===== config.mk =====
export PLATFORM = sky130hd
export DESIGN_NAME = irq_cascade_top
export DESIGN_NICKNAME = d
export VERILOG_FILES = /design/src/rtl/intc_pkg.sv /design/src/rtl/intc_capture.sv /design/src/rtl/intc_arbiter.sv /design/src/rtl/intc_unit.sv /design/src/rtl/intc_bus_fsm.sv /design/src/rtl/irq_cascade_top.sv
export SDC_FILE = /design/constraint.sdc
export NUM_CORES = 2
export LEC_CHECK = 0
export BUFFER_PORTS_ARGS = -buffer_cell sky130_fd_sc_hd__buf_2
export CORE_UTILIZATION = 39
export DETAILED_ROUTE_END_ITERATION = 6
export PLACE_DENSITY = 0.58
export SETUP_SLACK_MARGIN = 0.15
export SYNTH_ARGS = -nofsm -noshare
export SYNTH_HDL_FRONTEND = slang
export SYNTH_HIERARCHICAL = 1
export SYNTH_SLANG_ARGS = --single-unit

===== constraint.sdc =====
create_clock -name clk -period 50.6 [get_ports clk]
set_clock_uncertainty 0.05 [all_clocks]
set_input_delay 5.06 -clock clk [delete_from_list [all_inputs] [get_ports clk]]
set_output_delay 5.06 -clock clk [all_outputs]
set_load 0.05 [all_outputs]

===== src/rtl/intc_pkg.sv =====
package intc_pkg;
    localparam int PRIO_W      = 5;
    localparam int CFG_EDGE_BIT  = 8;
    localparam int CFG_ROUTE_BIT = 9;

    typedef struct packed {
        logic              route_fiq;
        logic              edge_trig;
        logic [PRIO_W-1:0] prio;
    } src_cfg_t;

    typedef enum logic [1:0] {
        CTL_MASK    = 2'd0,
        CTL_PEND    = 2'd1,
        CTL_IRQ_WIN = 2'd2,
        CTL_FIQ_WIN = 2'd3
    } ctl_reg_e;

    typedef enum logic {
        BUS_IDLE  = 1'b0,
        BUS_REPLY = 1'b1
    } bus_state_e;
endpackage


===== src/rtl/intc_capture.sv =====
module intc_capture #(
    parameter int NSRC = 32
) (
    input  logic            clk,
    input  logic            rst_n,
    input  logic [NSRC-1:0] src_i,
    input  logic [NSRC-1:0] edge_mode_i,
    input  logic [NSRC-1:0] ack_clr_i,
    output logic [NSRC-1:0] pend_o
);
    logic [NSRC-1:0] prev_q;
    logic [NSRC-1:0] pend_q;

    for (genvar g = 0; g < NSRC; g++) begin : g_src
        always_ff @(posedge clk or negedge rst_n) begin
            if (!rst_n) begin
                prev_q[g] <= 1'b0;
                pend_q[g] <= 1'b0;
            end else begin
                prev_q[g] <= src_i[g];
                if (edge_mode_i[g])
                    pend_q[g] <= (src_i[g] & ~prev_q[g]) | (pend_q[g] & ~ack_clr_i[g]);
                else
                    pend_q[g] <= src_i[g];
            end
        end

        // a level source mirrors its input one cycle later
        assert_level_follow_R3: assert property (@(posedge clk) disable iff (!rst_n)
            !edge_mode_i[g] |=> (pend_q[g] == $past(src_i[g])));

        // an edge capture survives until acknowledged
        assert_edge_hold_R4: assert property (@(posedge clk) disable iff (!rst_n)
            (edge_mode_i[g] && pend_q[g] && !ack_clr_i[g]) |=> pend_q[g]);
    end

    assign pend_o = pend_q;
endmodule


===== src/rtl/intc_arbiter.sv =====
module intc_arbiter #(
    parameter int NSRC   = 32,
    parameter int PRIO_W = 5,
    localparam int ID_W  = $clog2(NSRC)
) (
    input  logic [NSRC-1:0]   req_i,
    input  logic [PRIO_W-1:0] prio_i [NSRC],
    output logic              valid_o,
    output logic [ID_W-1:0]   id_o
);
    logic [PRIO_W-1:0] best_p;

    always_comb begin
        valid_o = 1'b0;
        id_o    = '0;
        best_p  = '1;
        for (int i = 0; i < NSRC; i++) begin
            if (req_i[i] && (!valid_o || (prio_i[i] < best_p))) begin
                valid_o = 1'b1;
                id_o    = ID_W'(i);
                best_p  = prio_i[i];
            end
        end
    end
endmodule


===== src/rtl/intc_unit.sv =====
module intc_unit
    import intc_pkg::*;
#(
    parameter int NSRC   = 32,
    parameter int DATA_W = 32,
    localparam int ID_W  = $clog2(NSRC),
    localparam int OFF_W = ID_W + 1
) (
    input  logic              clk,
    input  logic              rst_n,
    input  logic [NSRC-1:0]   src_i,
    input  logic              wr_en,
    input  logic [OFF_W-1:0]  reg_addr,
    input  logic [DATA_W-1:0] wdata,
    output logic [DATA_W-1:0] rdata,
    output logic              irq_o,
    output logic              fiq_o
);
    src_cfg_t          cfg_q [NSRC];
    logic [NSRC-1:0]   mask_q;
    logic [NSRC-1:0]   pend;
    logic [NSRC-1:0]   edge_mode;
    logic [NSRC-1:0]   route_fiq;
    logic [NSRC-1:0]   ack_clr;
    logic [NSRC-1:0]   elig_irq;
    logic [NSRC-1:0]   elig_fiq;
    logic [PRIO_W-1:0] prio_v [NSRC];
    logic              irq_valid, fiq_valid;
    logic [ID_W-1:0]   irq_id, fiq_id;
    logic              cfg_space;
    logic [ID_W-1:0]   idx;
    ctl_reg_e          ctl_sel;

    assign cfg_space = reg_addr[OFF_W-1];
    assign idx       = reg_addr[ID_W-1:0];
    assign ctl_sel   = ctl_reg_e'(reg_addr[1:0]);

    always_comb begin
        for (int i = 0; i < NSRC; i++) begin
            edge_mode[i] = cfg_q[i].edge_trig;
            route_fiq[i] = cfg_q[i].route_fiq;
            prio_v[i]    = cfg_q[i].prio;
        end
    end

    always_ff @(posedge clk or negedge rst_n) begin
        if (!rst_n) begin
            mask_q <= '1;
            for (int i = 0; i < NSRC; i++) cfg_q[i] <= '0;
        end else if (wr_en) begin
            if (cfg_space) begin
                cfg_q[idx].prio      <= wdata[PRIO_W-1:0];
                cfg_q[idx].edge_trig <= wdata[CFG_EDGE_BIT];
                cfg_q[idx].route_fiq <= wdata[CFG_ROUTE_BIT];
            end else if (ctl_sel == CTL_MASK) begin
                mask_q <= wdata[NSRC-1:0];
            end
        end
    end

    assign ack_clr = (wr_en && !cfg_space && ctl_sel == CTL_PEND) ? wdata[NSRC-1:0] : '0;

    intc_capture #(.NSRC(NSRC)) u_capture (
        .clk         (clk),
        .rst_n       (rst_n),
        .src_i       (src_i),
        .edge_mode_i (edge_mode),
        .ack_clr_i   (ack_clr),
        .pend_o      (pend)
    );

    assign elig_irq = pend & ~mask_q & ~route_fiq;
    assign elig_fiq = pend & ~mask_q & route_fiq;

    intc_arbiter #(.NSRC(NSRC), .PRIO_W(PRIO_W)) u_arb_irq (
        .req_i   (elig_irq),
        .prio_i  (prio_v),
        .valid_o (irq_valid),
        .id_o    (irq_id)
    );

    intc_arbiter #(.NSRC(NSRC), .PRIO_W(PRIO_W)) u_arb_fiq (
        .req_i   (elig_fiq),
        .prio_i  (prio_v),
        .valid_o (fiq_valid),
        .id_o    (fiq_id)
    );

    assign irq_o = irq_valid;
    assign fiq_o = fiq_valid;

    always_comb begin
        rdata = '0;
        if (cfg_space) begin
            rdata[PRIO_W-1:0]    = cfg_q[idx].prio;
            rdata[CFG_EDGE_BIT]  = cfg_q[idx].edge_trig;
            rdata[CFG_ROUTE_BIT] = cfg_q[idx].route_fiq;
        end else begin
            unique case (ctl_sel)
                CTL_MASK:    rdata[NSRC-1:0] = mask_q;
                CTL_PEND:    rdata[NSRC-1:0] = pend;
                CTL_IRQ_WIN: begin
                    rdata[ID_W-1:0]   = irq_id;
                    rdata[DATA_W-1]   = irq_valid;
                end
                CTL_FIQ_WIN: begin
                    rdata[ID_W-1:0]   = fiq_id;
                    rdata[DATA_W-1]   = fiq_valid;
                end
                default:     rdata = '0;
            endcase
        end
    end

    // a masked source never wins
    assert_irq_unmasked_R5: assert property (@(posedge clk) disable iff (!rst_n)
        irq_valid |-> !mask_q[irq_id]);
    assert_fiq_unmasked_R5: assert property (@(posedge clk) disable iff (!rst_n)
        fiq_valid |-> !mask_q[fiq_id]);

    // winners respect their route bit
    assert_irq_route_R6: assert property (@(posedge clk) disable iff (!rst_n)
        irq_valid |-> !cfg_q[irq_id].route_fiq);
    assert_fiq_route_R6: assert property (@(posedge clk) disable iff (!rst_n)
        fiq_valid |-> cfg_q[fiq_id].route_fiq);

    // a valid winner is a pending source
    assert_win_pending_R8: assert property (@(posedge clk) disable iff (!rst_n)
        (irq_valid |-> pend[irq_id]) and (fiq_valid |-> pend[fiq_id]));

    // no eligible source beats the winner
    for (genvar g = 0; g < NSRC; g++) begin : g_best
        assert_irq_best_R7: assert property (@(posedge clk) disable iff (!rst_n)
            (irq_valid && elig_irq[g]) |->
            ((prio_v[g] > prio_v[irq_id]) ||
             ((prio_v[g] == prio_v[irq_id]) && (ID_W'(g) >= irq_id))));
        assert_fiq_best_R7: assert property (@(posedge clk) disable iff (!rst_n)
            (fiq_valid && elig_fiq[g]) |->
            ((prio_v[g] > prio_v[fiq_id]) ||
             ((prio_v[g] == prio_v[fiq_id]) && (ID_W'(g) >= fiq_id))));
    end
endmodule


===== src/rtl/intc_bus_fsm.sv =====
module intc_bus_fsm
    import intc_pkg::*;
#(
    parameter int DATA_W = 32
) (
    input  logic              clk,
    input  logic              rst_n,
    input  logic              req_i,
    input  logic              we_i,
    input  logic [DATA_W-1:0] sel_rdata_i,
    output logic              accept_o,
    output logic              ack_o,
    output logic [DATA_W-1:0] rdata_o
);
    bus_state_e        state_q, state_d;
    logic [DATA_W-1:0] rdata_q;

    always_comb begin
        state_d = state_q;
        unique case (state_q)
            BUS_IDLE:  if (req_i) state_d = BUS_REPLY;
            BUS_REPLY: state_d = BUS_IDLE;
            default:   state_d = BUS_IDLE;
        endcase
    end

    always_ff @(posedge clk or negedge rst_n) begin
        if (!rst_n) begin
            state_q <= BUS_IDLE;
            rdata_q <= '0;
        end else begin
            state_q <= state_d;
            if (state_q == BUS_IDLE && req_i && !we_i)
                rdata_q <= sel_rdata_i;
        end
    end

    always_comb begin
        accept_o = 1'b0;
        ack_o    = 1'b0;
        unique case (state_q)
            BUS_IDLE:  accept_o = req_i;
            BUS_REPLY: ack_o    = 1'b1;
            default:   ;
        endcase
        rdata_o = rdata_q;
    end

    // acknowledge lasts one cycle and follows an acceptance
    assert_ack_single_R10: assert property (@(posedge clk) disable iff (!rst_n)
        ack_o |=> !ack_o);
    assert_ack_after_accept_R10: assert property (@(posedge clk) disable iff (!rst_n)
        accept_o |=> ack_o);
endmodule


===== src/rtl/irq_cascade_top.sv =====
module irq_cascade_top #(
    parameter int NSRC   = 32,
    parameter int DATA_W = 32,
    localparam int ID_W   = $clog2(NSRC),
    localparam int ADDR_W = ID_W + 2,
    localparam int OFF_W  = ID_W + 1
) (
    input  logic              clk,
    input  logic              rst_n,
    input  logic              bus_req,
    input  logic              bus_we,
    input  logic [ADDR_W-1:0] bus_addr,
    input  logic [DATA_W-1:0] bus_wdata,
    output logic [DATA_W-1:0] bus_rdata,
    output logic              bus_ack,
    input  logic [NSRC-1:0]   sec_src,
    input  logic [NSRC-3:0]   pri_src,
    output logic              irq_o,
    output logic              fiq_o
);
    logic              accept;
    logic              unit_sel;
    logic [OFF_W-1:0]  reg_addr;
    logic [DATA_W-1:0] pri_rdata, sec_rdata, sel_rdata;
    logic              sec_irq, sec_fiq;
    logic [NSRC-1:0]   pri_in;

    assign unit_sel = bus_addr[ADDR_W-1];
    assign reg_addr = bus_addr[OFF_W-1:0];
    assign sel_rdata = unit_sel ? sec_rdata : pri_rdata;
    assign pri_in   = {pri_src, sec_fiq, sec_irq};

    intc_bus_fsm #(.DATA_W(DATA_W)) u_bus (
        .clk         (clk),
        .rst_n       (rst_n),
        .req_i       (bus_req),
        .we_i        (bus_we),
        .sel_rdata_i (sel_rdata),
        .accept_o    (accept),
        .ack_o       (bus_ack),
        .rdata_o     (bus_rdata)
    );

    intc_unit #(.NSRC(NSRC), .DATA_W(DATA_W)) u_secondary (
        .clk      (clk),
        .rst_n    (rst_n),
        .src_i    (sec_src),
        .wr_en    (accept && bus_we && unit_sel),
        .reg_addr (reg_addr),
        .wdata    (bus_wdata),
        .rdata    (sec_rdata),
        .irq_o    (sec_irq),
        .fiq_o    (sec_fiq)
    );

    intc_unit #(.NSRC(NSRC), .DATA_W(DATA_W)) u_primary (
        .clk      (clk),
        .rst_n    (rst_n),
        .src_i    (pri_in),
        .wr_en    (accept && bus_we && !unit_sel),
        .reg_addr (reg_addr),
        .wdata    (bus_wdata),
        .rdata    (pri_rdata),
        .irq_o    (irq_o),
        .fiq_o    (fiq_o)
    );

    // outputs quiet right after reset
    assert_quiet_after_reset_R1: assert property (@(posedge clk) disable iff (!rst_n)
        $rose(rst_n) |-> (!irq_o && !fiq_o));
endmodule


==> Yosys cells after proc, flatten, opt, wreduce, memory -nomap -nowiden <==
Cells that the tools add are included.
{ "totals": {"wordCells": 1655, "in_bits": 105, "output_inout_bits": 35, "reg_bits": 673} }
{ "classes": {"muxes": 479, "bitwise": 333, "magnitude_cmp": 126, "eq_ne": 3, "reduce_logical": 390} }
{ "ops": {"columns": ["operator", "n"], "rows": [
  ["bitwise mux 224 bit", 6],
  ["2-to-1 mux 5 bit", 247],
  ["< comparator 5 bit", 124],
  ["2-to-1 mux 1 bit", 199],
  ["bitwise AND 32 bit", 6],
  ["logical AND 1 bit", 134],
  ["inverter 1 bit", 130],
  ["bitwise AND 1 bit", 128],
  ["inverter 32 bit", 4],
  ["logical NOT 1 bit", 127],
  ["logical OR 1 bit", 124],
  ["demux 7 bit (select 5 bit)", 3],
  ["case mux 26 bit (2 select lines)", 2],
  ["2-to-1 mux 32 bit", 3],
  ["binary-select mux 7 bit (select 5 bit)", 2],
  ["OR 1 bit", 64],
  ["2-to-1 mux 22 bit", 2],
  ["case mux 5 bit (4 select lines)", 2],
  ["2-to-1 mux 7 bit", 5],
  ["case mux 1 bit (4 select lines)", 2],
  [">= comparator 6 bit (second input constant)", 1],
  ["< comparator 6 x 1 -> 1 bit (second input constant)", 1],
  ["2-to-1 mux 3 bit", 2],
  ["2-to-1 mux 6 bit", 1],
  ["8 further kinds", 12]
]} }

==> Depth between registers and ports, before layout <==
{ "logic_depth": {"depth_word": 131, "depth_mapped": 296, "ltp_nobuf": 283} }

==> By module <==
Netlist, hierarchy kept.
{ "modules_own_cells": {"columns": ["module", "n_inst", "seq_area_each_um2", "cells_per_inst", "area_each_um2"], "rows": [
  ["intc_arbiter at u_primary.u_arb_fiq ...", 3, 0.0, 1349, 9143.8],
  ["intc_unit at u_secondary", 1, 6446.2, 1007, 13322.8],
  ["intc_unit at u_primary", 1, 6446.2, 964, 13200.2],
  ["intc_arbiter at u_secondary.u_arb_irq", 1, 0.0, 1324, 8929.8],
  ["intc_capture", 2, 1601.5, 160, 2160.8],
  ["intc_bus_fsm", 1, 825.8, 70, 1244.9],
  ["irq_cascade_top", 1, 0.0, 38, 546.8]
]} }

==> Worst setup path after synthesis <==
Ideal clock, no wire load.
{ "synth_path": {"kind": "register to register", "start": "register u_secondary/cfg_q[223] (netlist name)", "end": "register u_bus.rdata_q[0] (netlist: u_bus/rdata_o[0])", "setup_time_ns": 0.127, "path_buffers": 16, "path_stages_with_launch": 269, "required_ns": 50.423, "path_slack_ns": 1.690, "period_less_slack_ns": 48.910, "arrival_ns": 48.732, "cell_sequence": "dfrtp_1 -> nor3b_1 -> clkbuf_1 -> nor2b_1 -> ha_1 -> nand2_1 -> a2111oi_2 -> a211o_1 -> buf_4 -> nand2_1 -> o21ai_0 -> ha_1 -> or2_2 -> a221oi_1 -> o21ai_1 -> o21ai_2 -> nand2_1 -> o21ai_0 -> [... 233 more ...] -> o211a_1 -> buf_6 -> mux2_4 -> ha_1 -> a21o_1 -> a21o_1 -> a21oi_1 -> o21ai_0 -> nor3_1 -> nand2b_1 -> and3_1 -> o22a_1 -> a21bo_1 -> mux4_2 -> nor2_1 -> a31oi_1 -> mux2_2 -> mux2_1"} }
{ "synth_via": {"elab_chain_len": 130, "elab_cells_between_ends": 440, "classes_between": "order compare: 62; mux: 189; bitwise: 3; reduce/logical: 186"} }
{ "synth_rtl": {"columns": ["element", "line", "source"], "rows": [
  ["inverter 32 bit *", "intc_unit.sv:72", "assign elig_irq = pend & ~mask_q & ~route_fiq;"],
  ["bitwise AND 32 bit *", "intc_unit.sv:72", null],
  ["named net u_secondary.elig_irq[0]", "intc_unit.sv:25", "logic [NSRC-1:0] elig_irq;"],
  ["2-to-1 mux 5 bit / 2-to-1 mux 1 bit (equally long branches)", "intc_arbiter.sv:18", "if (req_i[i] && (!valid_o || (prio_i[i] < best_p))) begin"],
  ["< comparator 5 bit / logical NOT 1 bit (equally long branches)", "intc_arbiter.sv:18", null],
  ["logical OR 1 bit", "intc_arbiter.sv:18", null],
  ["logical AND 1 bit", "intc_arbiter.sv:18", null],
  ["2-to-1 mux 5 bit / 2-to-1 mux 1 bit (equally long branches)", "intc_arbiter.sv:18", null],
  ["[... 118 more ...]", null, null],
  ["logical AND 1 bit", "intc_arbiter.sv:18", null],
  ["2-to-1 mux 5 bit *", "intc_arbiter.sv:18", null],
  ["named net u_secondary.irq_id[0]", "intc_unit.sv:29", "logic [ID_W-1:0] irq_id, fiq_id;"],
  ["case mux 5 bit (4 select lines) *", "intc_unit.sv:99", "unique case (ctl_sel)"],
  ["2-to-1 mux 5 bit *", "intc_unit.sv:94", "if (cfg_space) begin"],
  ["named net sec_rdata[0]", "irq_cascade_top.sv:24", "logic [DATA_W-1:0] pri_rdata, sec_rdata, sel_rdata;"],
  ["2-to-1 mux 32 bit *", "irq_cascade_top.sv:30", "assign sel_rdata = unit_sel ? sec_rdata : pri_rdata;"],
  ["named net sel_rdata[0]", "irq_cascade_top.sv:24", null],
  ["end signal, assigned", "intc_bus_fsm.sv:34", "rdata_q <= sel_rdata_i;"],
  ["end, declared", "intc_bus_fsm.sv:16", "logic [DATA_W-1:0] rdata_q;"]
]} }
The timed path passes the listed nets; every way through them passes the cells marked *.
A chain may end at the register's enable or synchronous reset.

==> Worst setup path in the final report <==
{ "layout_path": {"start": "register u_secondary/cfg_q[223] (netlist name)", "end": "register u_bus.rdata_q[3] (netlist: u_bus/rdata_o[3])"} }
{ "layout_via": {"elab_chain_len": 130, "elab_cells_between_ends": 436, "classes_between": "order compare: 62; mux: 185; bitwise: 3; reduce/logical: 186"} }
{ "layout_rtl": {"columns": ["element", "line"], "rows": [
  ["inverter 32 bit *", "intc_unit.sv:72"],
  ["bitwise AND 32 bit *", "intc_unit.sv:72"],
  ["named net u_secondary.elig_irq[0]", "intc_unit.sv:25"],
  ["2-to-1 mux 5 bit / 2-to-1 mux 1 bit (equally long branches)", "intc_arbiter.sv:18"],
  ["< comparator 5 bit / logical NOT 1 bit (equally long branches)", "intc_arbiter.sv:18"],
  ["logical OR 1 bit", "intc_arbiter.sv:18"],
  ["logical AND 1 bit", "intc_arbiter.sv:18"],
  ["2-to-1 mux 5 bit / 2-to-1 mux 1 bit (equally long branches)", "intc_arbiter.sv:18"],
  ["[... 118 more ...]", null],
  ["logical AND 1 bit", "intc_arbiter.sv:18"],
  ["2-to-1 mux 5 bit *", "intc_arbiter.sv:18"],
  ["named net u_secondary.irq_id[3]", "intc_unit.sv:29"],
  ["case mux 5 bit (4 select lines) *", "intc_unit.sv:99"],
  ["2-to-1 mux 5 bit *", "intc_unit.sv:94"],
  ["named net sec_rdata[3]", "irq_cascade_top.sv:24"],
  ["2-to-1 mux 32 bit *", "irq_cascade_top.sv:30"],
  ["named net sel_rdata[3]", "irq_cascade_top.sv:24"]
]} }
Marks and branches as above.

==> impl_metrics.csv <==
group,metric,value,unit
critical_path,worst-endpoint-required,51180,ps
critical_path,arrival,49100,ps
sta,period_share,0.9590,
synthesis,synth-edff-count,0,
sta,setup_viol,0,
global_routing,globalRoute.totalOverflow,0,
synthesis,syn_area_per_cell,8.880,um^2
floorplan,floorplan.die_area,0.1786,mm^2
clock_network,numCtsBuffers,79,
synthesis,synth_area,0.06900,mm^2
drt,detail_route.vias_per_cell,6.297,
clock_network,clock_path_buffers,3,
place,place.port_buffers,139,
place,routability_congestion_estimate,1.008,
place,place_area,0.07388,mm^2
final_layout,final_layout_size_suffix_gt1_frac,0.3088,
floorplan,core-area,0.1759,mm^2
final_layout,n_fill_cell,16970,
global_routing,grt.total_usage,0.2948,
drt,drtPass1Iterations,6,
sta,whs,442.3,ps
global_routing,grt_antenna_before_repair,17,
drt,post-route-drc-count,0,
final_layout,syn_to_final_growth,17.07,%
synthesis,syn-instance-count,7770,
clock_network,clk_pin_slew_worst_paths,60,ps
global_routing,largest_net_degree_at_the_start_of_global_routing,164,
synthesis,yosysSeqAreaShare,0.2452,
critical_path,timing.rr.start,"u_secondary/cfg_q[223]$_DFFE_PN0P_",
final_layout,final_net_count,8710,
final_layout,fin_area,0.08078,mm^2
critical_path,cp_slowest_stage_delay,560,ps
clock_network,worstSkewPairLatency,710,ps
drt,drtIter0Drc,6885,
floorplan,initial_utilization,0.3922,
sta,slew_headroom,0.1571,
sta,finalHoldViolCount,0,
drt,routed_wire_length_per_instance,25.82,um
critical_path,crit_path_end_kind,"flip-flop",
clock_network,numClockSinks,673,
synthesis,ys_types,165,
synthesis,warning_count_from_the_yosys_run,6,
final_layout,largest_registers,"u_primary/cfg_q (224), u_secondary/cfg_q (224)",
min_path,min_path_type,"flip-flop to flip-flop",
sta,final-max-slew-violation-count,0,
critical_path,critical_path_source_type,"flip-flop",
critical_path,critPathLaunch,"u_secondary/cfg_q[223]$_DFFE_PN0P_",
global_routing,grt_first_pass_wirelength,408000,um
critical_path,maximum_fanout_along_the_worst_path,7,
clock_network,clockRootBuffer,"clkbuf_16",
synthesis,ys_async_sr_fraction,1.000,
sta,worst_pin_slew,1262,ps
synthesis,register_bit_count_reported_by_yosys,673,
clock_network,cts.htree.levels,3,
synthesis,synth_flop_cell,"dfrtp_1",
critical_path,crit_path_frequent_cell,"ha_1",
floorplan,std_cell_rows,154,
clock_network,postCtsHoldBufs,0,
floorplan,die-height,422.6,um
sta,maxClockFrequency,20.61,MHz
drt,ant_nets,0,
place,dp.final_hpwl,210900,um
run,timing.max_cap.violations,0,
critical_path,worst_path_cell_with_the_longest_stage_delay,"or4_1",
drt,dr_total_vias,67700,
min_path,hold_startpoint,"u_bus/rdata_o[0]$_DFFE_PN0P_",
clock_network,tritoncts,"yes",
drt,drt-total-wl,277700,um
global_routing,first_global_vias,63130,
outcome,run_status,"finished clean",
sta,unrepaired_setup_endpoints_after_global_routing,"yes",
sta,period_needed,48520,ps
final_layout,instances_no_fill,10750,
critical_path,critical_path_class,"flip-flop to flip-flop",
place,numPlacedInstances,10400,
synthesis,syn_nets,8139,
floorplan,io-pin-count,140,
floorplan,dieWidth,422.6,um
-- Yosys cell counts (all sizes together) (38+ instances only) --
| master | number | area [um^2] |
|---|---|---|
| nand2 | 798 | 3043 |
| mux2 | 714 | 8303 |
| dfrtp | 609 | 15240 |
| nor2 | 594 | 2415 |
| inv | 534 | 2004 |
| o21ai | 438 | 2290 |
| a21oi | 351 | 1892 |
| mux2i | 285 | 2969 |
| ha | 264 | 3303 |
| buf | 185 | 1567 |
| nand3 | 184 | 950.9 |
| and2 | 146 | 939.6 |
| nor3 | 125 | 673.2 |
| nor3b | 114 | 909.6 |
| o211ai | 114 | 899.6 |
| a31oi | 113 | 779.5 |
| nand2b | 99 | 619.3 |
| a211oi | 95 | 855.8 |
| or2 | 93 | 596.8 |
| o22ai | 91 | 639.4 |
| or3 | 79 | 531.8 |
| a21o | 75 | 575.6 |
| a32o | 74 | 740.7 |
| and3b | 72 | 630.6 |
| o21a | 71 | 545.5 |
| clkbuf | 64 | 244.0 |
| dfstp | 64 | 1682 |
| mux4 | 63 | 1426 |
| and3 | 61 | 396.6 |
| nor2b | 56 | 375.4 |
| o31ai | 56 | 510.5 |
| o311ai | 52 | 553.0 |
| maj3 | 49 | 496.7 |
| or2b | 48 | 367.9 |
| o211a | 46 | 483.0 |
| nand4 | 43 | 299.0 |
| o221ai | 42 | 374.1 |
| a211o | 39 | 345.3 |
| nand3b | 39 | 309.0 |
| nor4 | 38 | 297.8 |
-- metrics by stage --
step | TNS, ps | setup WS, ps | utilization
detailed placement | -8162 | -1957 | 0.4200
CTS | 0 | 174.6 | 0.4379
finish | 0 | 2077 | 0.4592
global route | -1564 | -367.2 | 0.4591
global placement | -8807 | -2074 | 0.4200
floorplan | 0 | 1690 | -
-- worst paths after layout --
check,endpoint,depth (start not counted),slack (ps)
min reg2reg,u_bus/rdata_o[0]$_DFFE_PN0P_,1,440
min in group asynchronous,u_primary/cfg_q[86]$_DFFE_PN0P_,1,4350
max in group asynchronous,u_secondary/cfg_q[40]$_DFFE_PN0P_,3,43750
max reg2reg,u_bus/rdata_o[3]$_DFFE_PN0P_,271,2080
min,u_bus/rdata_o[0]$_DFFE_PN0P_,1,440
max,u_bus/rdata_o[3]$_DFFE_PN0P_,271,2080
-- routing by layer --
| layer | GRT usage | share of wire | vias up |
|---|---|---|---|
| li1 | - | - | 30520 |
| met1 | 0.4024 | 0.43 | 33890 |
| met2 | 0.4515 | 0.44 | 2775 |
| met3 | 0.04777 | 0.072 | 504 |
| met4 | 0.1406 | 0.051 | 12 |
| met5 | 0 | 0.00031 | - |
-- kinds of logic after synthesis --
group / synth area share
AOI/OAI and AO/OA: 0.2454
xor gates and xnor gates: 0.006800
adders and majority gates: 0.05507
buffers and inverters: 0.05529
DFF: 0.2452
muxes: 0.1840
and+or+nand+nor: 0.2081
-- what timing repair did --
| item | 4_1_cts | 5_1_grt |
|---|---|---|
| pin swaps | 15 | 230 |
| setup endpoints to repair | 5 | 5 |
| buffers inserted | 20 | 180 |
| resized for setup | 46 | 561 |
| hold endpoints to repair | 0 | 0 |
-- cell usage in the layout, fill, tap and decap left out, types with 68 or more instances in the layout --
cell       instances
a21oi_1          282
a31oi_1           92
a32o_1            73
and2_1           125
and3b_1           70
buf_2            132
buf_4            591
clkbuf_16         80
dfrtp_1          609
ha_1             219
inv_1            528
mux2_2           617
mux2_4            72
mux2i_1          236
nand2_1          756
nand2b_1          94
nand3_1          174
nor2_1           506
nor2_2            68
nor3_1           107
nor3b_1           84
o211ai_1         107
o21ai_0          282
o21ai_1           96
o22ai_1           78
-- layout make-up --
class | instances | area, um^2 | area share
diodes | 6 | 15.01 | 0.0001859
clock buffers | 107 | 2233 | 0.02765
clock inverters | 39 | 570.5 | 0.007063
inverters | 534 | 2004 | 0.02481
multi-input cells | 6314 | 50800 | 0.6289
flip-flops and latches | 673 | 16920 | 0.2095
well taps | 2340 | 2928 | 0.03625
repair buffers | 739 | 5306 | 0.06569
-- worst max-delay path: cells and delay by family, from the launching register on --
| family | cells | cell delay [ps] |
|---|---|---|
| muxes | 20 | 4910 |
| adders and majority gates | 32 | 7860 |
| DFF | 1 | 420 |
| AOI/OAI and AO/OA | 105 | 19240 |
| and+or+nand+nor | 82 | 12540 |
| buffers and inverters | 32 | 3360 |
Power is not shown: default switching activity piles up to over one toggle a cycle in this logic, so the estimate is an artifact.
